===== config.mk =====
export PLATFORM = sky130hd
export DESIGN_NAME = xpar_unit
export DESIGN_NICKNAME = d
export VERILOG_FILES = /design/src/rtl/xpar_pkg.sv /design/src/rtl/xpar_decode.sv /design/src/rtl/xpar_format.sv /design/src/rtl/xpar_unit.sv
export SDC_FILE = /design/constraint.sdc
export NUM_CORES = 1
export LEC_CHECK = 0
export ABC_CLOCK_PERIOD_IN_PS = 2000
export BUFFER_PORTS_ARGS = -buffer_cell sky130_fd_sc_hd__buf_2
export CAP_MARGIN = 0
export CORE_MARGIN = 2
export CORE_UTILIZATION = 49
export DETAILED_ROUTE_END_ITERATION = 10
export GPL_TIMING_DRIVEN = 1
export PLACE_DENSITY_LB_ADDON = 0.12
export SKIP_CTS_REPAIR_TIMING = 1
export SLEW_MARGIN = 20
export SYNTH_ARGS = -nofsm -noshare
export SYNTH_HDL_FRONTEND = slang
export SYNTH_SLANG_ARGS = --single-unit

===== constraint.sdc =====
create_clock -name clk -period 2 [get_ports clk]
set_input_delay 0.3 -clock clk [delete_from_list [all_inputs] [get_ports clk]]
set_output_delay 0.3 -clock clk [all_outputs]
set_load 0.05 [all_outputs]

===== src/rtl/xpar_pkg.sv =====
package xpar_pkg;
    localparam int DW        = 32;
    localparam int PG_BITS   = 12;
    localparam int FSR_W     = 13;
    localparam int SS_TOP    = 23;
    localparam int FS_TOP    = 6;
    localparam int RSV_LO    = 7;
    localparam int RSV_HI    = 11;
    localparam logic [3:0] CRM_RES = 4'd4;
    localparam logic [3:0] CRM_XLT = 4'd8;
    localparam logic [DW-1:0] RES_WMASK =
        ~(((DW'(1) << (RSV_HI - RSV_LO + 1)) - DW'(1)) << RSV_LO);

    typedef enum logic [1:0] {ST_IDLE, ST_REQ, ST_WAIT} xstate_e;

    typedef struct packed {
        logic undef;
        logic res_wr;
        logic res_rd;
        logic xlate;
    } dec_t;

    typedef struct packed {
        xstate_e        st;
        logic [DW-1:0]  res;
        logic [DW-1:0]  va;
        logic           user;
        logic           wr;
        logic           undef;
        logic           rv;
        logic [DW-1:0]  rdata;
    } state_t;
endpackage


===== src/rtl/xpar_decode.sv =====
module xpar_decode
    import xpar_pkg::*;
(
    input  logic       write,
    input  logic [2:0] op1,
    input  logic [3:0] crm,
    input  logic [2:0] op2,
    output dec_t       dec
);
    always_comb begin
        dec = '0;
        if (op1 != 3'd0) begin
            dec.undef = 1'b1;
        end else if (write) begin
            if (crm == CRM_RES) begin
                if (op2 == 3'd0) dec.res_wr = 1'b1;
                else             dec.undef  = 1'b1;
            end else if (crm == CRM_XLT) begin
                if (op2[2]) dec.undef = 1'b1;
                else        dec.xlate = 1'b1;
            end
        end else begin
            if (crm == CRM_RES && op2 == 3'd0) dec.res_rd = 1'b1;
            else                               dec.undef  = 1'b1;
        end
    end
endmodule


===== src/rtl/xpar_format.sv =====
module xpar_format
    import xpar_pkg::*;
(
    input  logic [DW-1:0]    pa,
    input  logic             super_sec,
    input  logic             fault,
    input  logic [FSR_W-1:0] fsr,
    output logic [DW-1:0]    res
);
    logic [FS_TOP-1:0] fs_packed;

    assign fs_packed = {fsr[12], fsr[10], fsr[3:0]};

    always_comb begin
        res = '0;
        if (fault) begin
            res[FS_TOP:1] = fs_packed;
            res[0]        = 1'b1;
        end else begin
            res[DW-1:PG_BITS] = pa[DW-1:PG_BITS];
            if (super_sec) begin
                res[SS_TOP:PG_BITS] = '0;
                res[1]              = 1'b1;
            end
        end
    end
endmodule


===== src/rtl/xpar_unit.sv =====
module xpar_unit
    import xpar_pkg::*;
(
    input  logic             clk,
    input  logic             rst_n,
    input  logic             xlate_en,
    input  logic             cmd_valid,
    output logic             cmd_ready,
    input  logic             cmd_write,
    input  logic [2:0]       cmd_op1,
    input  logic [3:0]       cmd_crm,
    input  logic [2:0]       cmd_op2,
    input  logic [DW-1:0]    cmd_wdata,
    output logic             rsp_valid,
    output logic [DW-1:0]    rsp_rdata,
    output logic             undef_err,
    output logic             busy,
    output logic             walk_req_valid,
    input  logic             walk_req_ready,
    output logic [DW-1:0]    walk_va,
    output logic             walk_user,
    output logic             walk_wr,
    input  logic             walk_rsp_valid,
    input  logic             walk_fault,
    input  logic             walk_super,
    input  logic [DW-1:0]    walk_pa,
    input  logic [FSR_W-1:0] walk_fsr
);
    state_t        state_d, state_q;
    dec_t          dec;
    logic [DW-1:0] walk_res;
    logic          accept;

    xpar_decode u_dec (
        .write (cmd_write),
        .op1   (cmd_op1),
        .crm   (cmd_crm),
        .op2   (cmd_op2),
        .dec   (dec)
    );

    xpar_format u_fmt (
        .pa        (walk_pa),
        .super_sec (walk_super),
        .fault     (walk_fault),
        .fsr       (walk_fsr),
        .res       (walk_res)
    );

    assign cmd_ready      = (state_q.st == ST_IDLE);
    assign accept         = cmd_valid && cmd_ready;
    assign busy           = (state_q.st != ST_IDLE);
    assign walk_req_valid = (state_q.st == ST_REQ);
    assign walk_va        = state_q.va;
    assign walk_user      = state_q.user;
    assign walk_wr        = state_q.wr;
    assign rsp_valid      = state_q.rv;
    assign rsp_rdata      = state_q.rdata;
    assign undef_err      = state_q.undef;

    always_comb begin
        state_d       = state_q;
        state_d.undef = 1'b0;
        state_d.rv    = 1'b0;
        unique case (state_q.st)
            ST_IDLE: begin
                if (accept) begin
                    if (dec.undef) begin
                        state_d.undef = 1'b1;
                    end else if (dec.res_wr) begin
                        state_d.res = cmd_wdata & RES_WMASK;
                    end else if (dec.res_rd) begin
                        state_d.rv    = 1'b1;
                        state_d.rdata = state_q.res;
                    end else if (dec.xlate) begin
                        if (!xlate_en) begin
                            state_d.res = {cmd_wdata[DW-1:PG_BITS], {PG_BITS{1'b0}}};
                        end else begin
                            state_d.st   = ST_REQ;
                            state_d.va   = cmd_wdata;
                            state_d.wr   = cmd_op2[0];
                            state_d.user = cmd_op2[1];
                        end
                    end
                end
            end
            ST_REQ: begin
                if (walk_req_ready) state_d.st = ST_WAIT;
            end
            ST_WAIT: begin
                if (walk_rsp_valid) begin
                    state_d.res = walk_res;
                    state_d.st  = ST_IDLE;
                end
            end
            default: state_d.st = ST_IDLE;
        endcase
    end

    always_ff @(posedge clk or negedge rst_n) begin
        if (!rst_n) begin
            state_q <= '{st: ST_IDLE, default: '0};
        end else begin
            state_q <= state_d;
        end
    end
endmodule


==> results of run 1 <==
[cell usage in the layout (no fill, tap or decap), types with 5 or more instances in the layout]
| master | count |
|---|---|
| buf_2 | 141 |
| dfrtp_1 | 92 |
| mux2_2 | 67 |
| mux2_4 | 20 |
| a32o_1 | 20 |
| buf_4 | 16 |
| clkbuf_8 | 10 |
| inv_1 | 6 |
| a22o_1 | 5 |
| conb_1 | 5 |
| buf_12 | 5 |
[per-layer routing]
| layer | wire length, microns | GRT usage (%) | share of wire [%] | vias up |
|---|---|---|---|---|
| li1 | - | - | - | 1298 |
| met1 | 3860 | 24.4 | 43 | 1414 |
| met2 | 4590 | 32.0 | 51 | 74 |
| met3 | 500 | 5.06 | 5.5 | 8 |
| met4 | 99 | 5.69 | 1.1 | 0 |
| met5 | 0 | 0 | 0 | - |
[registers in the layout, indices dropped and copies added (netlist names)]
name and flops:
rsp_valid 1, undef_err 1, state_q 29, walk_va 32, walk_wr 1, rsp_rdata 27, walk_user 1
[through the flow]
stage	std cells	TNS [ps]	hold WS [ps]	setup slack [ps]	instance area, sq um
after CTS	537	0	-206	43.1	5180
after global placement	521	-9070	186	-278	4980
after detailed placement	521	-9780	189	-297	4980
after floorplan	329	-2700	4.41	-135	4490
final	538	0	158	72.7	5200
after global routing	538	0	145	25.8	5200
[synth_stat cells, types with 2 or more instances]
library cell | number | area share [%]
a22o_1 | 5 | 0.98
a32o_1 | 20 | 4.5
buf_12 | 2 | 0.90
buf_4 | 66 | 11
clkbuf_1 | 8 | 0.67
dfrtp_1 | 92 | 52
inv_1 | 6 | 0.51
mux2_2 | 67 | 17
mux2_4 | 20 | 6.7
mux2i_1 | 2 | 0.45
nand2_1 | 3 | 0.25
nand2b_1 | 2 | 0.28
nor2_1 | 3 | 0.25
nor3_1 | 4 | 0.45
o21ai_0 | 3 | 0.34
or3_1 | 2 | 0.28
[final timing paths]
check	startpoint	endpoint	slack, ps	depth (start not counted)
setup / recovery	cmd_crm[3]	rsp_rdata[19]	70	6
hold / removal	walk_rsp_valid	state_q[101]	160	2
setup reg to reg	state_q[100]	state_q[91]	90	6
hold reg to reg	state_q[83]	rsp_rdata[15]	500	1
max in group asynchronous	rst_n	rsp_rdata[23]	940	3
min in group asynchronous	rst_n	walk_va[7]	360	2
[layout make-up]
cell class | count | area, sq um | area share [%]
tap | 108 | 135 | 2.60
clock inverter | 3 | 46.3 | 0.890
inverter | 6 | 22.5 | 0.433
sequential | 92 | 2300 | 44.3
timing repair buffer | 163 | 936 | 18.0
multi-input combinational | 153 | 1610 | 30.9
clock buffer | 13 | 149 | 2.86
[worst register-to-register path: cells and delay by family, from the launching register on]
| family | cells | cell delay (ps) |
|---|---|---|
| AOI/OAI and AO/OA | 2 | 430 |
| and+or+nand+nor | 1 | 370 |
| muxes | 1 | 280 |
| buffers and inverters | 2 | 320 |
| DFF | 1 | 410 |
[logic make-up (layout without fill, tap and decap cells)]
family                 Yosys count  in the layout
muxes                           89             89
buffers and inverters           84            185
AOI/OAI and AO/OA               36             36
other                            1              5
DFF                             92             92
and+or+nand+nor                 23             23
[power by group through the flow]
stage | sequential, mW | combinational, mW | clock (mW)
2_1_floorplan | 1.92 | 0.113 | 0
3_3_place_gp | 1.92 | 0.256 | 0
3_5_place_dp | 1.92 | 0.258 | 0
4_1_cts | 1.88 | 0.259 | 1.29
5_1_grt | 1.88 | 0.281 | 1.37
6_report | 1.88 | 0.257 | 1.25
==> out/metrics.yaml, run 1 <==
status:
  status: "complete, no violations"
die:
  core_sq_um: 8760
  start_util_pct: 50.9
  rows: 34
  die_w_microns: 99.4
  dieHeight_microns: 99.4
  die-area_sq_um: 9880
  io_pins: 167
finish:
  n_antenna_cell: 0
  fin_util_pct: 59.3
  layout-drive-gt1-share_pct: 62.8
  nNetsFinal: 521
  num-fill-cells: 746
  area_growth_pct: 16.6
detailed_routing:
  ant_nets: 0
  wl_microns: 9050
  vias_per_cell: 5.19
  num_vias: 2794
  dr.pass1.iters: 4
  post-route-drc-count: 0
  wl_per_cell_microns: 16.8
  drtIter0Drc: 65
setup_path:
  required_ps: 2240
  path_max_fanout: 27
  crit_type: "input pin to flip-flop"
  cp.buffers_inverters: 2
  critPathSlowestCell: "or4b_4"
  startpoint_type: "input pin"
  slowest_delay_ps: 530
  path_delay_family: "simple AND/OR/NAND/NOR gates"
  cp-end-kind: "flip-flop"
  worstPathArrival_ps: 2160
  cp_cell_sequence: "buf_2, or4b_4, or2_1, or3_2, buf_12, mux2_4"
sta:
  fin_crit_ps: 1930
  maxSlewViolCount: 0
  worst_pin_slew_ps: 777
  setup-violations-final: 0
  max_freq_mhz: 519
  fin_crit_sh_pct: 96.4
  rsz0062_at_grt: "no"
  clock_skew_ps: 7.34
  finalHoldViolCount: 0
  slew_headroom_pct: 48.0
logic_synthesis:
  synthMuxAreaShare_pct: 24.1
  synthAdderAreaFrac_pct: 0
  ys_seq_elements: 92
  netlist_instances: 325
  synth_xor_area_share_pct: 0
  synth_flop_cell: "dfrtp_1"
  async_flop_share_pct: 100
  syn_area_per_cell_sq_um: 13.7
  synth-simple-area-share_pct: 3.31
  synth_seq_area_share_pct: 51.6
  syn-cell-area_sq_um: 4460
  ys_warn_count: 0
  ys_types: 36
  synth_edf_count: 0
  synth_top_family_by_area: "multiplexers"
  synth_compound_area_share_pct: 7.32
grt:
  grt_use_total_pct: 19.1
  grt_max_degree: 45
  grt_overflow: 0
  grt_pass1_wl_microns: 14600
  grt_pass1_vias: 2915
  antenna_found_initial: 0
placement:
  numPortBuffers: 142
  gp_congestion: 0.828
  dp_hpwl_microns: 6500
clock_network:
  clk_pin_slew_ps: 80
  cts_root_buffer: "clkbuf_8"
  cts_htree_levels: 3
  cts_buffer_depth: 2
  insertion_delay_ps: 350
  cts_tree: "done"
  clock-sinks: 92
  numCtsBuffers: 9
job:
  drv_cap: 0
power:
  power.share.clock_pct: 36.8
  power_mw: 3.38
  switching_share_pct: 23.5
  switchingPower_mw: 0.795
  power_frac_seq_pct: 55.6
  p_leak_nw: 2.97
  pwr-share-comb_pct: 7.6
  power.internal_mw: 2.59
  power_density_nw_per_um2: 650
  ir_worst_vdd_v: 0.000393
hold_path:
  hp-class: "input pin to flip-flop"
No activity file was read; power rests on OpenSTA's default activity.
==> run 2: changes to the inputs <==
--- a/config.mk
+++ b/config.mk
@@ -5,11 +5,13 @@
 export SDC_FILE = /design/constraint.sdc
 export NUM_CORES = 1
 export LEC_CHECK = 0
-export ABC_CLOCK_PERIOD_IN_PS = 2000
+export ABC_CLOCK_PERIOD_IN_PS = 2200
 export BUFFER_PORTS_ARGS = -buffer_cell sky130_fd_sc_hd__buf_2
 export CAP_MARGIN = 0
+export CELL_PAD_IN_SITES_DETAIL_PLACEMENT = 0
+export CELL_PAD_IN_SITES_GLOBAL_PLACEMENT = 1
 export CORE_MARGIN = 2
-export CORE_UTILIZATION = 49
+export CORE_UTILIZATION = 39
 export DETAILED_ROUTE_END_ITERATION = 10
 export GPL_TIMING_DRIVEN = 1
 export PLACE_DENSITY_LB_ADDON = 0.12
==> constraint.sdc (replaced) <==
create_clock -name clk -period 2.2 [get_ports clk]
set_input_delay 0.33 -clock clk [delete_from_list [all_inputs] [get_ports clk]]
set_output_delay 0.33 -clock clk [all_outputs]
set_load 0.05 [all_outputs]
==> run 2 against run 1 <==
Setup slack gained 110 ps. Clock-buffer cell count is the same. Largest cell class unchanged. Design area grew 2.9%. Via count shrank 1.6%.
==> out/metrics.yaml, run 2 (synthesis results as in run 1) <==
status:
  status: "complete, no violations"
grt:
  grt_pass1_wl_microns: 15500
  grt_overflow: 0
  grt_pass1_vias: 2874
  antenna_found_initial: 0
  grt_use_total_pct: 16.4
  grt_max_degree: 41
setup_path:
  r2r-start: "state_q[100]"
  slowest_delay_ps: 530
  path_delay_family: "simple AND/OR/NAND/NOR gates"
  crit_type: "input pin to flip-flop"
  startpoint_type: "input pin"
  cp_cell_sequence: "buf_2, or4b_4, or2_1, or3_2, buf_12, mux2_4"
  cp-end-kind: "flip-flop"
  worstPathArrival_ps: 2240
  critPathSlowestCell: "or4b_4"
  path_max_fanout: 14
  required_ps: 2420
  crit_start: "cmd_crm[3]"
  cp.buffers_inverters: 2
sta:
  rsz0062_at_grt: "no"
  slew_headroom_pct: 37.9
  fin_hold_ws_ps: 202
  setup-violations-final: 0
  finalHoldViolCount: 0
  maxSlewViolCount: 0
  setup_slack_ps: 178
  final.setup.tns_ps: 0
  fin_crit_sh_pct: 91.9
  fin_crit_ps: 2020
  max_freq_mhz: 495
  clock_skew_ps: 3.83
  worst_pin_slew_ps: 927
power:
  power_mw: 3.54
  power_density_nw_per_um2: 662
  p_leak_nw: 3.02
  ir_worst_vdd_v: 0.000381
placement:
  dp_hpwl_microns: 6870
  pre_cts_ws_ps: -174
  gp_congestion: 0.764
  numPortBuffers: 142
  place_inst: 555
  placed_cell_area_sq_um: 5030
finish:
  n_antenna_cell: 0
  layout-drive-gt1-share_pct: 62.9
  area_growth_pct: 20.0
  fin_util_pct: 47.5
  largest_reg_flops: 32
  nNetsFinal: 520
  layout.cells.non_filler: 572
  final_cell_mix: "141 x buf_2, 92 x dfrtp_1, 67 x mux2_2"
  final_common_cell: "buf_2"
  fin_area_sq_um: 5350
clock_network:
  cts_tree: "done"
  insertion_delay_ps: 330
  clk_pin_slew_ps: 60
  cts_buffer_depth: 2
  cts_root_buffer: "clkbuf_16"
  numCtsBuffers: 9
  clock-sinks: 92
  cts_htree_levels: 3
detailed_routing:
  drtIter0Drc: 78
  dr.pass1.iters: 4
  wl_microns: 9550
  post-route-drc-count: 0
  vias_per_cell: 4.80
  ant_nets: 0
  wl_per_cell_microns: 16.7
  num_vias: 2748
die:
  core_sq_um: 11300
  die-area_sq_um: 12300
  start_util_pct: 39.6
  dieHeight_microns: 111
  io_pins: 167
  die_w_microns: 111
  rows: 39
hold_path:
  hp-start: "walk_rsp_valid"
  hp-class: "input pin to flip-flop"
job:
  drv_cap: 0
==> run 2: report_power, final <==
group          switching [mW]  internal, mW
Sequential            0.00567          1.71
Combinational           0.146        0.0854
Clock                   0.628         0.974
Total                   0.780          2.76
==> run 2: final cells by class <==
type / count / area, sq um
fillers: 1044 / 5920
multi-input cells: 153 / 1590
inverters: 6 / 22.5
well taps: 143 / 179
clock buffers: 13 / 270
repair buffers: 162 / 941
flip-flops and latches: 92 / 2300
clock inverters: 3 / 43.8
==> run 2: per-layer routing <==
layer  wire length, microns  vias to the layer above  part of all wire [%]  track usage (%)
met5                      0                        -                     0                0
met4                    192                        0                   2.0             7.08
met3                    464                       13                   4.9             3.83
met2                   4550                       75                    48             25.8
met1                   4350                     1360                    46             21.8
li1                       -                     1300                     -                -
==> run 2: worst paths after layout <==
path | endpoint | slack, ps | cells past startpoint
worst max-delay path | rsp_rdata[30] | 180 | 6
worst min-delay path | state_q[101] | 200 | 2
worst max register to register | state_q[86] | 240 | 5
worst min register to register | walk_va[1] | 500 | 1
max in group asynchronous | walk_va[28] | 1060 | 3
min in group asynchronous | rsp_rdata[14] | 510 | 2
